$ cat config.mk
export PLATFORM = sky130hd
export DESIGN_NAME = pcm_dc_port
export DESIGN_NICKNAME = d
export VERILOG_FILES = /design/src/rtl/pcm_dc_pkg.sv /design/src/rtl/pcm_dc_cfg.sv /design/src/rtl/pcm_dc_tx.sv /design/src/rtl/pcm_dc_rx.sv /design/src/rtl/pcm_dc_port.sv
export SDC_FILE = /design/constraint.sdc
export NUM_CORES = 1
export LEC_CHECK = 0
export BUFFER_PORTS_ARGS = -buffer_cell sky130_fd_sc_hd__clkbuf_2
export CORE_MARGIN = 2
export CORE_UTILIZATION = 40
export DETAILED_ROUTE_END_ITERATION = 7
export PLACE_DENSITY = 0.68
export SLEW_MARGIN = 40
export SYNTH_ARGS = -nofsm -noshare
export SYNTH_HDL_FRONTEND = slang
export SYNTH_SLANG_ARGS = --single-unit
$ cat constraint.sdc
create_clock -name clk_i -period 5.5 [get_ports clk_i]
set_input_delay 1.375 -clock clk_i [delete_from_list [all_inputs] [get_ports clk_i]]
set_output_delay 1.375 -clock clk_i [all_outputs]
set_load 0.03 [all_outputs]
$ cat src/rtl/pcm_dc_pkg.sv
`timescale 1ns/1ps
package pcm_dc_pkg;
  localparam int SLOT_W    = 7;
  localparam int SKEW_W    = 3;
  localparam int NUM_BUS   = 2;
  localparam int BUS_W     = 1;
  localparam int MAX_SLOTS = 1 << SLOT_W;

  typedef struct packed {
    logic              en;
    logic [SLOT_W-1:0] slot;
    logic [SKEW_W-1:0] skew;
    logic [BUS_W-1:0]  bus;
  } tx_cfg_t;

  typedef struct packed {
    logic              en;
    logic [SLOT_W-1:0] slot;
    logic [SKEW_W-1:0] skew;
  } rx_cfg_t;
endpackage

$ cat src/rtl/pcm_dc_cfg.sv
`timescale 1ns/1ps
module pcm_dc_cfg
  import pcm_dc_pkg::*;
#(
  parameter int NUM_CH = 4,
  localparam int CH_W  = (NUM_CH > 1) ? $clog2(NUM_CH) : 1
) (
  input  logic            clk_i,
  input  logic            rst_ni,
  input  logic            we_i,
  input  logic            bcast_i,
  input  logic [CH_W-1:0] ch_i,
  input  tx_cfg_t         tx_wr_i,
  input  rx_cfg_t         rx_wr_i,
  output tx_cfg_t         tx_cfg_o [NUM_CH],
  output rx_cfg_t         rx_cfg_o [NUM_CH]
);
  for (genvar c = 0; c < NUM_CH; c++) begin : g_ch
    logic    sel;
    tx_cfg_t tx_q;
    rx_cfg_t rx_q;
    assign sel = we_i && (bcast_i || ch_i == CH_W'(c));
    always_ff @(posedge clk_i or negedge rst_ni) begin
      if (!rst_ni) begin
        tx_q <= '0;
        rx_q <= '0;
      end else if (sel) begin
        tx_q <= tx_wr_i;
        rx_q <= rx_wr_i;
      end
    end
    assign tx_cfg_o[c] = tx_q;
    assign rx_cfg_o[c] = rx_q;
  end
endmodule

$ cat src/rtl/pcm_dc_tx.sv
`timescale 1ns/1ps
module pcm_dc_tx
  import pcm_dc_pkg::*;
#(
  parameter int NUM_CH   = 4,
  parameter int SAMPLE_W = 8,
  parameter int CNT_W    = 12,
  localparam int CH_W    = (NUM_CH > 1) ? $clog2(NUM_CH) : 1,
  localparam int SPAN    = 2 * SAMPLE_W,
  localparam int BI_W    = $clog2(SAMPLE_W)
) (
  input  logic                         clk_i,
  input  logic                         rst_ni,
  input  logic                         fs_i,
  input  tx_cfg_t                      cfg_i [NUM_CH],
  input  logic [NUM_CH*SAMPLE_W-1:0]   data_i,
  output logic                         dx_o,
  output logic                         dx_oe_o,
  output logic [NUM_BUS-1:0]           strobe_n_o
);
  localparam logic [CNT_W-1:0] CNT_MAX = '1;
  localparam logic [BI_W-1:0]  BI_TOP  = BI_W'(SAMPLE_W - 1);

  logic             fs_q, start;
  logic [CNT_W-1:0] cnt_q, cnt_n;
  logic [NUM_CH-1:0] hit, bitv;

  // frame reference: fs first seen high on a rising edge
  assign start = fs_i && !fs_q;
  assign cnt_n = start ? '0 : ((cnt_q == CNT_MAX) ? cnt_q : cnt_q + 1'b1);

  for (genvar c = 0; c < NUM_CH; c++) begin : g_ch
    logic [SAMPLE_W-1:0] smp_q, smp;
    logic [CNT_W-1:0]    base, rel;
    logic [BI_W-1:0]     bi;
    assign smp  = start ? data_i[c*SAMPLE_W +: SAMPLE_W] : smp_q;
    assign base = CNT_W'(cfg_i[c].slot) * CNT_W'(SPAN) + CNT_W'(cfg_i[c].skew);
    assign rel  = cnt_n - base;
    assign hit[c]  = cfg_i[c].en && (cnt_n >= base) && (rel < CNT_W'(SPAN));
    assign bi      = rel[BI_W:1];
    assign bitv[c] = smp[BI_TOP - bi];
    always_ff @(posedge clk_i or negedge rst_ni) begin
      if (!rst_ni)    smp_q <= '0;
      else if (start) smp_q <= data_i[c*SAMPLE_W +: SAMPLE_W];
    end
  end

  logic            own_hit;
  logic [CH_W-1:0] own;
  always_comb begin
    own_hit = 1'b0;
    own     = '0;
    for (int c = NUM_CH - 1; c >= 0; c--) begin
      if (hit[c]) begin
        own_hit = 1'b1;
        own     = CH_W'(c);
      end
    end
  end

  always_ff @(posedge clk_i or negedge rst_ni) begin
    if (!rst_ni) begin
      fs_q       <= 1'b0;
      cnt_q      <= CNT_MAX;
      dx_o       <= 1'b0;
      dx_oe_o    <= 1'b0;
      strobe_n_o <= '1;
    end else begin
      fs_q       <= fs_i;
      cnt_q      <= cnt_n;
      dx_oe_o    <= own_hit;
      dx_o       <= own_hit && bitv[own];
      strobe_n_o <= '1;
      if (own_hit) strobe_n_o[cfg_i[own].bus] <= 1'b0;
    end
  end
endmodule

$ cat src/rtl/pcm_dc_rx.sv
`timescale 1ns/1ps
module pcm_dc_rx
  import pcm_dc_pkg::*;
#(
  parameter int NUM_CH   = 4,
  parameter int SAMPLE_W = 8,
  parameter int CNT_W    = 12,
  localparam int SPAN    = 2 * SAMPLE_W
) (
  input  logic                       clk_i,
  input  logic                       rst_ni,
  input  logic                       fs_i,
  input  rx_cfg_t                    cfg_i [NUM_CH],
  input  logic                       dr_i,
  output logic [NUM_CH*SAMPLE_W-1:0] data_o,
  output logic [NUM_CH-1:0]          valid_o
);
  localparam logic [CNT_W-1:0] CNT_MAX = '1;

  logic             fs_q, start;
  logic [CNT_W-1:0] cnt_q, cnt_n;

  assign start = fs_i && !fs_q;
  assign cnt_n = start ? '0 : ((cnt_q == CNT_MAX) ? cnt_q : cnt_q + 1'b1);

  always_ff @(negedge clk_i or negedge rst_ni) begin
    if (!rst_ni) begin
      fs_q  <= 1'b0;
      cnt_q <= CNT_MAX;
    end else begin
      fs_q  <= fs_i;
      cnt_q <= cnt_n;
    end
  end

  for (genvar c = 0; c < NUM_CH; c++) begin : g_ch
    logic [CNT_W-1:0]    base, rel;
    logic                win, take, last;
    logic [SAMPLE_W-2:0] sh_q;
    logic [SAMPLE_W-1:0] data_q;
    logic                valid_q;
    // MSB lands one falling edge after the reference edge
    assign base = CNT_W'(cfg_i[c].slot) * CNT_W'(SPAN) + CNT_W'(cfg_i[c].skew) + 1'b1;
    assign rel  = cnt_n - base;
    assign win  = cfg_i[c].en && (cnt_n >= base) && (rel < CNT_W'(SPAN));
    assign take = win && !rel[0];
    assign last = win && (rel == CNT_W'(SPAN - 2));
    always_ff @(negedge clk_i or negedge rst_ni) begin
      if (!rst_ni) begin
        sh_q    <= '0;
        data_q  <= '0;
        valid_q <= 1'b0;
      end else begin
        valid_q <= last;
        if (take) sh_q   <= {sh_q[SAMPLE_W-3:0], dr_i};
        if (last) data_q <= {sh_q, dr_i};
      end
    end
    assign data_o[c*SAMPLE_W +: SAMPLE_W] = data_q;
    assign valid_o[c] = valid_q;
  end
endmodule

$ cat src/rtl/pcm_dc_port.sv
`timescale 1ns/1ps
module pcm_dc_port
  import pcm_dc_pkg::*;
#(
  parameter int NUM_CH   = 4,
  parameter int SAMPLE_W = 8,
  localparam int CH_W    = (NUM_CH > 1) ? $clog2(NUM_CH) : 1,
  localparam int SPAN    = 2 * SAMPLE_W,
  localparam int CNT_W   = $clog2(MAX_SLOTS * SPAN + SPAN + (1 << SKEW_W) + 2)
) (
  input  logic                       clk_i,
  input  logic                       rst_ni,
  input  logic                       fs_i,
  input  logic                       cfg_we_i,
  input  logic                       cfg_bcast_i,
  input  logic [CH_W-1:0]            cfg_ch_i,
  input  logic                       cfg_tx_en_i,
  input  logic                       cfg_rx_en_i,
  input  logic [SLOT_W-1:0]          cfg_tx_slot_i,
  input  logic [SLOT_W-1:0]          cfg_rx_slot_i,
  input  logic [SKEW_W-1:0]          cfg_tx_skew_i,
  input  logic [SKEW_W-1:0]          cfg_rx_skew_i,
  input  logic [BUS_W-1:0]           cfg_tx_bus_i,
  input  logic [NUM_CH*SAMPLE_W-1:0] tx_data_i,
  output logic                       dx_o,
  output logic                       dx_oe_o,
  output logic [NUM_BUS-1:0]         tx_strobe_n_o,
  input  logic                       dr_i,
  output logic [NUM_CH*SAMPLE_W-1:0] rx_data_o,
  output logic [NUM_CH-1:0]          rx_valid_o
);
  tx_cfg_t tx_wr;
  rx_cfg_t rx_wr;
  tx_cfg_t tx_cfg [NUM_CH];
  rx_cfg_t rx_cfg [NUM_CH];

  always_comb begin
    tx_wr.en   = cfg_tx_en_i;
    tx_wr.slot = cfg_tx_slot_i;
    tx_wr.skew = cfg_tx_skew_i;
    tx_wr.bus  = cfg_tx_bus_i;
    rx_wr.en   = cfg_rx_en_i;
    rx_wr.slot = cfg_rx_slot_i;
    rx_wr.skew = cfg_rx_skew_i;
  end

  pcm_dc_cfg #(.NUM_CH(NUM_CH)) u_cfg (
    .clk_i    (clk_i),
    .rst_ni   (rst_ni),
    .we_i     (cfg_we_i),
    .bcast_i  (cfg_bcast_i),
    .ch_i     (cfg_ch_i),
    .tx_wr_i  (tx_wr),
    .rx_wr_i  (rx_wr),
    .tx_cfg_o (tx_cfg),
    .rx_cfg_o (rx_cfg)
  );

  pcm_dc_tx #(.NUM_CH(NUM_CH), .SAMPLE_W(SAMPLE_W), .CNT_W(CNT_W)) u_tx (
    .clk_i      (clk_i),
    .rst_ni     (rst_ni),
    .fs_i       (fs_i),
    .cfg_i      (tx_cfg),
    .data_i     (tx_data_i),
    .dx_o       (dx_o),
    .dx_oe_o    (dx_oe_o),
    .strobe_n_o (tx_strobe_n_o)
  );

  pcm_dc_rx #(.NUM_CH(NUM_CH), .SAMPLE_W(SAMPLE_W), .CNT_W(CNT_W)) u_rx (
    .clk_i   (clk_i),
    .rst_ni  (rst_ni),
    .fs_i    (fs_i),
    .cfg_i   (rx_cfg),
    .dr_i    (dr_i),
    .data_o  (rx_data_o),
    .valid_o (rx_valid_o)
  );
endmodule

==> results.ini, run 1 <==
[global_route]
grt_start_max_net_pins = 68
antenna_found_initial = 2
grt_pass1_vias = 10340
overflow = 0
grt_usage = 0.1977
grt_pass1_wl_mm = 53.50

[drt]
drc = 0
num_vias = 10220
finalWirelength_mm = 33.54
drt_iter0_drc = 567
drtAntennaViolNets = 0
dr_wl_met3_mm = 1.608
routed.top_layer = met5
met1_length_mm = 15.71
viasPerCell = 5.364
wl_per_cell_um = 17.60
wl_met2_mm = 15.03
drtPass1Iterations = 5

[layout]
area_delta_synth_final_pct = 25.26
multi_input_area_mm2 = 0.007358
stdcell_count = 1905
diodes = 0
stdcell_area_mm2 = 0.01622
fillers = 2795
ff_latch_area_mm2 = 0.005488
nets = 1640
layout-drive-gt1-share = 0.3560

[critical_path]
cp-start-kind = input pin
cp-end-kind = flop
crit_arrival_ns = 4.47
crit_fanout = 5
startpoint = fs_i
crit_type = input pin to flop
worstReg2RegStart = u_cfg.rx_cfg_o[33]
required_ns = 3.13

[placed_design]
placed_area_mm2 = 0.01473
place_inst = 1829
gp_congestion = 0.9037
hpwl_mm = 23.92
io_buffers = 102
pre_cts_slack_ns = -1.911

[timing]
finClkSkew_ns = 0.07740
setup_tns_ns = -74.49
finalSetupViolCount = 64
whs_ns = 0.4509
slew_viol_final = 0
tightest_slew_ns = 0.7947
fin_ws_ns = -1.333
slew_headroom = 0.4702
rsz0062_at_grt = true
hold_viol = 0

[die]
die_width_um = 183.9
core_mm2 = 0.03172
rows = 65
ios = 103
initial_core_util = 0.4083
die_h_um = 183.9
die_area_mm2 = 0.03383

[cts]
clk_path_buf_depth = 3
clk_pin_slew_ns = 0.04
cts_hold_buf = 0
cts.sinks = 218
root_buffer = clkbuf_16
cts_buffers = 26
cts_tree = built
htreeDepth = 1
worstSkewPairLatency_ns = 0.60

[synthesis]
ys.flop_type = dfrtp_1
yosysSeqAreaShare = 0.4237
syn_inst = 1258
ys_types = 79
synth_edf_count = 0
ys_warn_count = 0
synth_top_area_frac = 0.2454
synth_commonest_cells = mux2_2 (166), nand2_1 (143), dfrtp_1 (127), inv_1 (97), ha_1 (90)
yosysTopAreaCell = dfrtp_1
synth.cell_area_mm2 = 0.01295
synth.area.top_cells = dfrtp_1 (25%), mux2_2 (14%), dfrtn_1 (13%), ha_1 (8.7%), dfstp_2 (5.3%)
synthArstFlopShare = 1.000
synth_seq_cells = 218
avgSynthCellArea_um2 = 10.30
synth_nets = 1415
synthMostInstantiatedCell = mux2_2

[job]
maxCapViolCount = 0

[run_status]
outcome = finished with violations
failed_checks = negative setup slack

[worst_hold_path]
worstHoldStart = u_rx.g_ch[0].sh_q[6]
min_path_type = flop to flop

[power]
ir_drop_v = 0.0002209
cellLeakagePower_nw = 8.025
powerDensity_mw_per_mm2 = 370.1

==> critical path: stages <==
cell	delay, ns
buf_6	0.09
nor2b_4	0.14
nor2_4	0.14
ha_4	0.21
nor2b_4	0.12
o21a_1	0.16
o21a_1	0.17
o21a_1	0.21
o21ai_2	0.19
a21oi_2	0.11
mux2_4	0.22
a21oi_2	0.05
or3_4	0.35
or4_4	0.61
mux2_4	0.32
==> placed cells by master, fill, tap and decap left out, types with 26 or more instances in the layout <==
cell type / instances
xnor2_1: 26
dfrtp_1: 127
nand2_1: 140
clkbuf_2: 100
ha_1: 85
nor2_1: 58
mux2_4: 35
buf_4: 101
dfstp_2: 26
o21ai_0: 51
dfrtn_1: 65
clkbuf_16: 32
a21oi_1: 46
mux2_2: 132
inv_1: 106
==> report_power, final <==
| group | switching (mW) | internal, mW |
|---|---|---|
| clock | 0.747 | 1.13 |
| combinational | 1.17 | 1.09 |
| sequential | 0.0973 | 1.78 |
==> area by class of cell <==
class | instances | area share
clock buffers | 39 | 0.05160
clock inverters | 21 | 0.008946
inverters | 98 | 0.02298
multi-input cells | 907 | 0.4536
flip-flops and latches | 218 | 0.3383
well taps | 402 | 0.03100
repair buffers | 220 | 0.09363
==> stage by stage <==
step                      total power [mW]    util
after floorplan                      3.274       -
after global placement               3.905  0.4644
after detailed placement             3.959  0.4645
after CTS                            5.924  0.5042
after global routing                 6.348  0.5115
final                                6.004  0.5115
==> kinds of logic after synthesis <==
kind of cell / count (synthesis) / synth area share
simple gates: 359 / 0.1342
fa+ha+maj: 94 / 0.09313
mux: 182 / 0.1600
xor+xnor: 47 / 0.03178
compound gates: 222 / 0.1122
flops: 218 / 0.4237
buf+inv: 136 / 0.04502
==> per-layer routing <==
metal,track usage,up-vias
met5,0,-
met4,0.06912,4
met3,0.02754,74
met2,0.3161,252
met1,0.2749,4958
li1,-,4931
==> path summary, 6_finish.rpt <==
check | to | slack (ns) | cells after the start
max | u_rx.g_ch[0].data_q[2] | -1.33 | 15
min | u_rx.g_ch[0].sh_q[6] | 0.45 | 1
max reg2reg | u_rx.g_ch[0].data_q[2] | -0.89 | 14
min reg2reg | u_rx.g_ch[0].sh_q[6] | 0.45 | 1
max in group asynchronous | u_rx.g_ch[1].sh_q[1] | 1.54 | 2
min in group asynchronous | u_cfg.rx_cfg_o[34] | 0.75 | 1
==> flip-flops by register name, summed over array words and instances, names as in the netlist <==
register / flops
u_cfg.rx_cfg_o: 44
u_cfg.tx_cfg_o: 48
u_rx.cnt_q: 12
u_rx.fs_q: 1
u_rx.g_ch.data_q: 32
u_rx.g_ch.sh_q: 28
u_rx.g_ch.valid_q: 4
u_tx.cnt_q: 12
u_tx.dx_o: 1
u_tx.dx_oe_o: 1
u_tx.fs_q: 1
u_tx.g_ch.smp_q: 32
u_tx.strobe_n_o: 2
==> timing repair <==
| action | in CTS | in global routing |
|---|---|---|
| pin swaps | 27 | 17 |
| setup buffers | 10 | 7 |
| gates resized for setup | 48 | 45 |
| cloned | 2 | 1 |
| setup endpoints to repair | 64 | 64 |
(Power assumes the default switching activity.)
==> run 2, diff against run 1 <==
--- a/config.mk
+++ b/config.mk
@@ -9,7 +9,6 @@
 export CORE_MARGIN = 2
 export CORE_UTILIZATION = 40
 export DETAILED_ROUTE_END_ITERATION = 7
-export PLACE_DENSITY = 0.68
 export SLEW_MARGIN = 40
 export SYNTH_ARGS = -nofsm -noshare
 export SYNTH_HDL_FRONTEND = slang
==> run 2 against run 1 <==
Compared with the run above: the flow still finishes with violations (negative setup slack); combinational power decreased by 3%; register-to-register slack about the same; sequential power barely moved.
==> results.ini, run 2 (synthesized netlist as in run 1, its figures left out) <==
[cts]
cts.sinks = 218
clk_pin_slew_ns = 0.05
root_buffer = clkbuf_16
cts_hold_buf = 0
cts_tree = built
worstSkewPairLatency_ns = 0.59
htreeDepth = 1
cts_buffers = 25
clk_path_buf_depth = 3

[run_status]
failed_checks = negative setup slack
outcome = finished with violations

[layout]
stdcell_count = 1897
layout-drive-gt1-share = 0.3387
layout_common_cells = mux2_2 (149), nand2_1 (141), dfrtp_1 (127), inv_1 (107), buf_4 (104)
area_delta_synth_final_pct = 22.40
nets = 1632
layout_commonest_cell = mux2_2
largest_register_ffs = 48

[global_route]
grt_start_max_net_pins = 114
grt_pass1_wl_mm = 52.87
antenna_found_initial = 2
grt_pass1_vias = 9932
grt_usage = 0.1942
overflow = 0

[die]
die_h_um = 183.9
ios = 103
die_width_um = 183.9
initial_core_util = 0.4083
rows = 65
core_mm2 = 0.03172
die_area_mm2 = 0.03383

[critical_path]
cp-end-kind = flop
crit_fanout = 5
crit_arrival_ns = 4.45
crit_type = input pin to flop
cp-start-kind = input pin
required_ns = 3.12

[power]
ir_drop_v = 0.0001903
powerDensity_mw_per_mm2 = 366.2
cellLeakagePower_nw = 7.848
power.total_mw = 5.805

[timing]
slew_viol_final = 0
finClkSkew_ns = 0.07217
tightest_slew_ns = 0.7327
finalSetupViolCount = 64
hold_viol = 0
slew_headroom = 0.5115
fin_ws_ns = -1.330
rsz0062_at_grt = true

[drt]
drc = 0
drtAntennaViolNets = 0
finalWirelength_mm = 32.40
wl_per_cell_um = 17.08
drtPass1Iterations = 5
drt_iter0_drc = 448
viasPerCell = 5.297
num_vias = 10050

[placed_design]
gp_congestion = 0.8840
place_inst = 1832
io_buffers = 102
hpwl_mm = 23.89

[worst_hold_path]
min_path_type = flop to flop

[job]
maxCapViolCount = 0

-- run 2: worst max-delay path: stages --
cell and delay, ns:
buf_6 0.09, nor2b_4 0.14, nor2_4 0.13, ha_4 0.21, nor2b_4 0.12, o21a_1 0.16
o21a_1 0.18, o21a_1 0.23, o21ai_2 0.18, a21oi_2 0.10, mux2_4 0.20, a21oi_1 0.06
or3_4 0.35, or4_4 0.59, mux2_4 0.32
-- run 2: report_power, final --
part           internal, mW  total [mW]  switching, mW
clock network          1.05        1.76          0.713
logic                  1.04        2.18           1.13
registers              1.78        1.87         0.0900
total                  3.87        5.80           1.94
-- run 2: timing repair --
action / CTS / global route
setup buffers: 4 / 1
gates resized for setup: 28 / 10
setup endpoints to repair: 64 / 66
pin swaps: 16 / 7
cloned: 1 / 1
-- run 2: layout make-up --
type / count / area, µm²
clock buffer: 36 / 738.2
fill: 2916 / 15870
tap: 402 / 503.0
sequential: 218 / 5488
antenna: 1 / 2.502
inverter: 98 / 372.9
timing repair buffer: 214 / 1424
clock inverter: 22 / 168.9
multi-input combinational: 906 / 7156
-- run 2: layer usage --
layer  vias up  part of all wire  GRT usage
met4         2             0.018    0.04256
met2       214              0.44     0.2998
li1       4896                 -          -
met1      4901              0.50     0.2860
met3        36             0.046    0.03150
met5         -           0.00037          0
-- run 2: stage by stage --
| step | utilization | setup slack [ns] | cell area [µm²] | TNS, ns | hold WS, ns |
|---|---|---|---|---|---|
| after global routing | 0.4997 | -1.464 | 15850 | -79.82 | 0.4721 |
| after floorplan | - | -1.937 | 13090 | -92.44 | 0.4342 |
| final | 0.4998 | -1.330 | 15850 | -70.36 | 0.4511 |
| after CTS | 0.4977 | -1.338 | 15790 | -69.72 | 0.4576 |
| after detailed placement | 0.4647 | -1.925 | 14740 | -106.85 | 0.4559 |
| after global placement | 0.4647 | -1.868 | 14740 | -104.32 | 0.4466 |
-- run 2: worst paths after layout --
kind                                 startpoint                endpoint  slack [ns]  cells after the start
setup / recovery                           fs_i  u_rx.g_ch[0].data_q[0]       -1.33                     15
max in group asynchronous                rst_ni  u_rx.g_ch[1].data_q[2]        1.54                      2
min in group asynchronous                rst_ni      u_cfg.rx_cfg_o[11]        0.72                      1
hold / removal             u_rx.g_ch[0].sh_q[6]  u_rx.g_ch[0].data_q[7]        0.45                      1
setup reg to reg             u_cfg.rx_cfg_o[33]  u_rx.g_ch[0].data_q[0]       -0.89                     14
hold reg to reg            u_rx.g_ch[0].sh_q[6]  u_rx.g_ch[0].data_q[7]        0.45                      1
